--- src/rtl/cslot_pkg.sv ---
package cslot_pkg;
  localparam int unsigned WP_POS  = 0;
  localparam int unsigned INS_POS = 3;

  typedef enum logic [1:0] {
    IDX_IDENT  = 2'd0,
    IDX_FLASH  = 2'd1,
    IDX_STAT   = 2'd2,
    IDX_DECODE = 2'd3
  } reg_idx_e;
endpackage

--- src/rtl/cslot_sync.sv ---
module cslot_sync #(
  parameter int unsigned WIDTH  = 1,
  parameter int unsigned STAGES = 2
) (
  input  logic             clk,
  input  logic             rst_n,
  input  logic [WIDTH-1:0] d_i,
  output logic [WIDTH-1:0] q_o
);
  logic [WIDTH-1:0] stage_q [STAGES];

  for (genvar s = 0; s < STAGES; s++) begin : g_stage
    logic [WIDTH-1:0] stage_d;
    if (s == 0) begin : g_first
      always_comb stage_d = d_i;
    end else begin : g_rest
      always_comb stage_d = stage_q[s-1];
    end
    always_ff @(posedge clk or negedge rst_n) begin
      if (!rst_n) stage_q[s] <= '0;
      else        stage_q[s] <= stage_d;
    end
  end

  assign q_o = stage_q[STAGES-1];
endmodule

--- src/rtl/cslot_evt.sv ---
module cslot_evt (
  input  logic clk,
  input  logic rst_n,
  input  logic level_i,
  input  logic clr_i,
  output logic flag_o
);
  logic lvl_q;
  logic flag_q, flag_d;
  logic rise;

  assign rise = level_i & ~lvl_q;

  always_comb begin
    flag_d = flag_q;
    if (rise)       flag_d = 1'b1;
    else if (clr_i) flag_d = 1'b0;
  end

  always_ff @(posedge clk or negedge rst_n) begin
    if (!rst_n) begin
      lvl_q  <= 1'b0;
      flag_q <= 1'b0;
    end else begin
      lvl_q  <= level_i;
      flag_q <= flag_d;
    end
  end

  assign flag_o = flag_q;


  set_wins_chk: assert property (@(posedge clk) disable iff (!rst_n)
    (level_i && !lvl_q && clr_i) |=> flag_q);

  hold_chk: assert property (@(posedge clk) disable iff (!rst_n)
    (flag_q && !clr_i) |=> flag_q);

  clr_chk: assert property (@(posedge clk) disable iff (!rst_n)
    (clr_i && !(level_i && !lvl_q)) |=> !flag_q);
endmodule

--- src/rtl/cslot_bus.sv ---
module cslot_bus
  import cslot_pkg::*;
#(
  parameter int unsigned       DATA_W       = 32,
  parameter int unsigned       IDX_W        = 4,
  parameter logic [DATA_W-1:0] ID_VALUE     = '0,
  parameter logic [DATA_W-1:0] DECODE_VALUE = '0
) (
  input  logic              clk,
  input  logic              rst_n,
  input  logic              req_i,
  input  logic              wr_i,
  input  logic [IDX_W-1:0]  idx_i,
  input  logic [DATA_W-1:0] wdata_i,
  input  logic [DATA_W-1:0] status_i,
  output logic              clr_o,
  output logic              rsp_vld_o,
  output logic              rsp_err_o,
  output logic [DATA_W-1:0] rsp_rdata_o
);
  localparam logic [DATA_W-1:0] CLR_MASK = DATA_W'(1) << INS_POS;
  localparam logic [IDX_W-1:0]  IDX_LAST = IDX_W'(IDX_DECODE);

  logic              mapped;
  logic [1:0]        sel;
  logic              vld_d, vld_q;
  logic              err_d, err_q;
  logic [DATA_W-1:0] rdata_d, rdata_q;

  assign mapped = (idx_i <= IDX_LAST);
  assign sel    = idx_i[1:0];
  assign clr_o  = req_i & wr_i & mapped & (reg_idx_e'(sel) == IDX_STAT)
                & (|(wdata_i & CLR_MASK));

  always_comb begin
    vld_d   = req_i;
    err_d   = 1'b0;
    rdata_d = '0;
    if (req_i) begin
      if (!mapped) begin
        err_d = 1'b1;
      end else if (wr_i) begin
        err_d = (reg_idx_e'(sel) == IDX_IDENT);
      end else begin
        unique case (reg_idx_e'(sel))
          IDX_IDENT:  rdata_d = ID_VALUE;
          IDX_FLASH:  rdata_d = '0;
          IDX_STAT:   rdata_d = status_i;
          IDX_DECODE: rdata_d = DECODE_VALUE;
        endcase
      end
    end
  end

  always_ff @(posedge clk or negedge rst_n) begin
    if (!rst_n) begin
      vld_q   <= 1'b0;
      err_q   <= 1'b0;
      rdata_q <= '0;
    end else begin
      vld_q   <= vld_d;
      err_q   <= err_d;
      rdata_q <= rdata_d;
    end
  end

  assign rsp_vld_o   = vld_q;
  assign rsp_err_o   = err_q;
  assign rsp_rdata_o = rdata_q;


  vld_follows_req_chk: assert property (@(posedge clk) disable iff (!rst_n)
    req_i |=> rsp_vld_o);

  no_spurious_vld_chk: assert property (@(posedge clk) disable iff (!rst_n)
    !req_i |=> !rsp_vld_o);

  err_zero_data_chk: assert property (@(posedge clk) disable iff (!rst_n)
    rsp_err_o |-> (rsp_rdata_o == '0));
endmodule

--- src/rtl/card_slot_status.sv ---
module card_slot_status
  import cslot_pkg::*;
#(
  parameter int unsigned       DATA_W       = 32,
  parameter int unsigned       IDX_W        = 4,
  parameter int unsigned       SYNC_STAGES  = 2,
  parameter logic [DATA_W-1:0] ID_VALUE     = 32'h5C0D_0A17,
  parameter logic [DATA_W-1:0] DECODE_VALUE = 32'h0000_0011
) (
  input  logic              clk,
  input  logic              rst_n,
  input  logic              req_i,
  input  logic              wr_i,
  input  logic [IDX_W-1:0]  idx_i,
  input  logic [DATA_W-1:0] wdata_i,
  input  logic              wp_i,
  input  logic              card_in_i,
  output logic              rsp_vld_o,
  output logic              rsp_err_o,
  output logic [DATA_W-1:0] rsp_rdata_o,
  output logic              irq_o
);
  logic [1:0]        slot_s;
  logic              ins_flag;
  logic              clr;
  logic [DATA_W-1:0] status;

  cslot_sync #(.WIDTH(2), .STAGES(SYNC_STAGES)) u_sync (
    .clk   (clk),
    .rst_n (rst_n),
    .d_i   ({card_in_i, wp_i}),
    .q_o   (slot_s)
  );

  cslot_evt u_evt (
    .clk     (clk),
    .rst_n   (rst_n),
    .level_i (slot_s[1]),
    .clr_i   (clr),
    .flag_o  (ins_flag)
  );

  always_comb begin
    status          = '0;
    status[WP_POS]  = slot_s[0];
    status[INS_POS] = ins_flag;
  end

  cslot_bus #(
    .DATA_W       (DATA_W),
    .IDX_W        (IDX_W),
    .ID_VALUE     (ID_VALUE),
    .DECODE_VALUE (DECODE_VALUE)
  ) u_bus (
    .clk         (clk),
    .rst_n       (rst_n),
    .req_i       (req_i),
    .wr_i        (wr_i),
    .idx_i       (idx_i),
    .wdata_i     (wdata_i),
    .status_i    (status),
    .clr_o       (clr),
    .rsp_vld_o   (rsp_vld_o),
    .rsp_err_o   (rsp_err_o),
    .rsp_rdata_o (rsp_rdata_o)
  );

  assign irq_o = ins_flag;


  irq_matches_stat_chk: assert property (@(posedge clk) disable iff (!rst_n)
    (req_i && !wr_i && idx_i == IDX_W'(2)) |=> (rsp_rdata_o[INS_POS] == $past(irq_o)));

  stat_unused_zero_chk: assert property (@(posedge clk) disable iff (!rst_n)
    (req_i && !wr_i && idx_i == IDX_W'(2)) |=>
      ((rsp_rdata_o & ~((DATA_W'(1) << INS_POS) | (DATA_W'(1) << WP_POS))) == '0));
endmodule

--- config.mk ---
export PLATFORM = sky130hd
export DESIGN_NAME = card_slot_status
export DESIGN_NICKNAME = d
export VERILOG_FILES = /design/src/rtl/cslot_pkg.sv /design/src/rtl/cslot_sync.sv /design/src/rtl/cslot_evt.sv /design/src/rtl/cslot_bus.sv /design/src/rtl/card_slot_status.sv
export SDC_FILE = /design/constraint.sdc
export NUM_CORES = 1
export LEC_CHECK = 0
export ABC_AREA = 0
export ABC_CLOCK_PERIOD_IN_PS = 1100
export BUFFER_PORTS_ARGS = -buffer_cell sky130_fd_sc_hd__buf_2
export CAP_MARGIN = 15
export CORE_MARGIN = 2
export CORE_UTILIZATION = 47
export CTS_CLUSTER_DIAMETER = 50
export DETAILED_ROUTE_END_ITERATION = 10
export PLACE_DENSITY_LB_ADDON = 0.3
export RECOVER_POWER = 25
export REMOVE_ABC_BUFFERS = 1
export SLEW_MARGIN = 30
export SYNTH_ARGS = -nofsm -noshare
export SYNTH_HDL_FRONTEND = slang
export SYNTH_HIERARCHICAL = 1
export SYNTH_SLANG_ARGS = --single-unit
--- constraint.sdc ---
create_clock -name clk -period 1.1 [get_ports clk]
set_input_delay 0.11 -clock clk [delete_from_list [all_inputs] [get_ports clk]]
set_output_delay 0.11 -clock clk [all_outputs]
set_load 0.01 [all_outputs]
# After elaboration in Yosys (flattened, before gate mapping)

Cells that the tools add are included.
W data, S select, Z words.

Bits in registers: 40
Input port bits: 42
Output and inout port bits: 35
Word-level logic and storage cells: 28

Magnitude comparators: 1
Equality and inequality tests: 3
Muxes and demuxes: 9
Bitwise operators: 6
Reduce and logical (&&, ||, !) cells: 2

Operators with widths:

| operator             | number |
|---|---|
| $pmux W32 S4         | 1 |
| $mux W32             | 3 |
| $and A1 B1 Y1        | 5 |
| $mux W1              | 5 |
| $eq A2 B2 Y1 const B | 2 |
| $le A4 B2 Y1 const B | 1 |
| $eq A2 B1 Y1 const B | 1 |
| $logic_not A2 Y1     | 1 |
| $reduce_bool A2 Y1   | 1 |
| $not A1 Y1           | 1 |

# Longest topological paths before layout

Depth in word-level cells: 6
Gate-level depth with buffers: 4
Depth with buffers taken out: 3

# Cells and area by module

Netlist, hierarchy kept.

Modules (own cells, without submodules):

| module           | times used | cells an instance | area each (um^2) | seq. area each (um^2) |
|---|---|---|---|---|
| cslot_bus        | 1          | 113               | 1422.6           | 850.8 |
| cslot_sync       | 1          | 4                 | 100.1            | 100.1 |
| cslot_evt        | 1          | 5                 | 70.1             | 50.0 |
| card_slot_status | 1          | 1                 | 3.8              | 0.0 |

# Least setup slack after synthesis

Ideal clock, no wire load.

Kind: input to register
From: input wr_i
To: register u_bus.rdata_q[11], in the netlist u_bus/rsp_rdata_o[11]
Library setup time: 0.082 ns
Arrival time: 1.041 ns
Required time: 1.018 ns
Slack: -0.022 ns
Stages on the path: 4
Path buffers: 2
Path through: or4b_1 buf_2 buf_6 nor3_2

Longest elaborated chain between the ends: 3

RTL lines:

| item                        | line                   | RTL |
|---|---|---|
| start: declaration          | card_slot_status.sv:13 | `input logic wr_i,` |
| $mux W32                    | cslot_bus.sv:42        | `end else if (wr_i) begin` |
| $mux W32                    | cslot_bus.sv:40        | `if (!mapped) begin` |
| $mux W32                    | cslot_bus.sv:39        | `if (req_i) begin` |
| named net u_bus.rdata_d[11] | cslot_bus.sv:28        | `logic [DATA_W-1:0] rdata_d, rdata_q;` |
| end signal: assignment      | cslot_bus.sv:63        | `rdata_q <= rdata_d;` |
| end: declaration            | cslot_bus.sv:28        |  |

The timed path passes the listed nets, and every way through them passes these cells.
A chain may end at the register's enable or synchronous reset.

# Worst setup path in the final report

From: input wr_i
To: register u_bus.rdata_q[0], in the netlist u_bus/rsp_rdata_o[0]

Same word-level chain as after synthesis.

==> results_dict.tcl <==
set metrics [dict create \
    power_leakage_nw 1.07 \
    layout.nets 252 \
    yosysSeqAreaShare_pct 62.7 \
    drtIter0Drc 11 \
    drt-total-wl_um 2820 \
    cts.reportedPaths.clkPinSlew_ps 110 \
    antenna_cells 0 \
    die_area_um2 3880 \
    yosys_warnings 6 \
    drv_cap 0 \
    rsz0062_at_grt "false" \
    endpoint "u_bus/rsp_rdata_o[0]" \
    start_util_pct 48.2 \
    rows 21 \
    muxShareOfSynthArea_pct 0 \
    drc 0 \
    postRouteAntennaNets 0 \
    fmax_ghz 0.979 \
    numCtsBuffers 5 \
    yosys_register_bits 40 \
    wl_per_cell_um 11.0 \
    grt_pass1_wl_um 5120 \
    crit_path_max_fanout 17 \
    syn-instance-count 123 \
    cts-root-buf "clkbuf_4" \
    synth_fa_ha_area_share_pct 0 \
    syn_to_final_growth_pct 33.9 \
    r2r_end "u_bus/rsp_rdata_o[0]" \
    cp-start-kind "input pin" \
    clock_latency_ps 340 \
    slew_viol_final 0 \
    num_io_pins 77 \
    overflow 0 \
    synth_compound_area_share_pct 1.33 \
    grt_max_degree 26 \
    synth_area_um2 1600 \
    r2r_start "u_sync/q_o[0]" \
    instances_no_fill 257 \
    setup_viol 0 \
    worstSetupEndpointType "flop" \
    via_count 1070 \
    crit_start "wr_i" \
    gp_congestion 0.722 \
    regToRegSetupSlack_ps 240 \
    min_period_ps 1020 \
    nFillCells 307 \
    place_inst 245 \
    final_cell_mix "buf_2, dfrtp_1, nor3_2, conb_1, inv_1" \
    crit_arrival_ps 1290 \
    layout_commonest_cell "buf_2" \
    min_path_type "in -> reg" \
    die_w_um 62.3 \
    synth_cell_types 17 \
    vias_per_cell 4.16 \
    fp.coreArea_um2 3310 \
    die_h_um 62.3 \
    avgSynthCellArea_um2 13.0 \
    ir_drop_mv 0.732 \
    gr-usage-all-layers_pct 17.4 \
    utilization_pct 64.6 \
    cts_buffer_depth 2 \
    io_buffers 45 \
    fin_crit_sh_pct 92.9 \
    clkSinkCount 40 \
    synth_top_family_by_area "simple AND/OR/NAND/NOR gates" \
    place_hpwl_um 1970 \
    synthSimpleGateAreaFrac_pct 27.3 \
    cp.required_ps 1370 \
    drive_gt1_share_pct 46.4 \
    skew_ps 3.58 \
    synth_xor_area_share_pct 0 \
    final_hold_viol_count 0 \
    critPathKind "in -> reg" \
    grt_pass1_vias 1104 \
    run_status "finished clean" \
    dr.pass1.iters 4 \
    worst-r2r-cell-count 2 \
    cellPowerDensity_nw_per_um2 1170 \
    h-tree-depth 2 \
    cts_tree "done" \
    antenna_found_initial 0 \
]
layout make-up:
| class | instances | area, um2 | share of cell area, % |
|---|---|---|---|
| Sequential cell | 40 | 1000 | 46.8 |
| Tap cell | 46 | 57.6 | 2.69 |
| Inverter | 21 | 78.8 | 3.69 |
| Clock inverter | 2 | 10.0 | 0.468 |
| Timing Repair Buffer | 59 | 353 | 16.5 |
| Clock buffer | 6 | 51.3 | 2.40 |
| Multi-Input combinational cell | 83 | 586 | 27.4 |
power by group:
| group | total (W) | switching, W | internal, W |
|---|---|---|---|
| Clock | 0.000753 | 0.000449 | 0.000304 |
| Combinational | 0.000239 | 0.000151 | 0.0000887 |
| Sequential | 0.00150 | 0.00000759 | 0.00149 |
worst min-delay path by stage:
stage               start              endpoint  slack, ps  depth (start not counted)
2_1_floorplan       rst_n       u_bus/rsp_err_o       -190                          0
3_3_place_gp        rst_n  u_bus/rsp_rdata_o[3]         50                          1
3_5_place_dp        rst_n  u_bus/rsp_rdata_o[3]         60                          1
4_1_cts        wdata_i[3]          u_evt/flag_o        100                          4
5_1_grt          idx_i[3]       u_bus/rsp_err_o        120                          3
6_report       wdata_i[3]          u_evt/flag_o        110                          4
metal layers:
layer | vias up | part of all wire (%) | GRT usage, %
li1 | 529 | - | -
met1 | 504 | 38 | 20.1
met2 | 31 | 53 | 29.2
met3 | 6 | 7.2 | 6.88
met4 | 0 | 1.6 | 6.67
met5 | - | 0 | 0
cell usage after synthesis:
master     n  share of area (%)
nor3_2    30                 19
nor4_1     1               0.39
o22ai_2    1               0.78
dfrtp_1   40                 63
nor3_1     2               0.63
nand3_1    1               0.31
nand2b_1   1               0.39
o31a_1     1               0.55
buf_1      1               0.23
conb_1     1               0.23
buf_2      3               0.94
nor3b_1    3                1.4
inv_1     21                4.9
or4b_1     1               0.63
clkbuf_1   1               0.23
nor2b_1   12                4.7
buf_6      3                2.1
per-stage QoR:
| step | setup TNS (ps) | hold slack [ps] | setup slack, ps | power (W) | cell area (um2) |
|---|---|---|---|---|---|
| after floorplan | -6640 | -186 | -481 | 0.00163 | 1650 |
| after global placement | -3340 | 46.4 | -265 | 0.00175 | 2030 |
| after detailed placement | -3510 | 57.0 | -310 | 0.00176 | 2030 |
| after CTS | 0 | 96.1 | 59.8 | 0.00253 | 2130 |
| after global routing | 0 | 116 | 38.7 | 0.00264 | 2140 |
| final | 0 | 111 | 78.1 | 0.00250 | 2140 |
kinds of logic (layout without fill, tap and decap cells):
logic type | Yosys count | count (layout)
and+or+nand+nor | 51 | 51
other | 1 | 30
AOI/OAI and AO/OA | 2 | 2
DFF | 40 | 40
buffers and inverters | 29 | 88
state kept, by name (all words and copies together), names as in the netlist:
register and count:
u_bus/rsp_err_o 1, u_bus/rsp_rdata_o 32, u_bus/rsp_vld_o 1, u_evt/flag_o 1
u_evt/lvl_q 1, u_sync/g_stage.stage_d 2, u_sync/q_o 2
worst max-delay path, cell delays in order:
cell and delay (ps):
buf_2 110, or4b_2 700, buf_12 190, nor3_2 180
what timing repair did:
action	in CTS	in global routing
endpoints found under the hold margin	43	0
resized for setup	0	3
hold buffers	4	0
endpoints found under the setup margin	0	3
buffers inserted	0	0
Note: power is estimated with default switching activity, not from simulation.
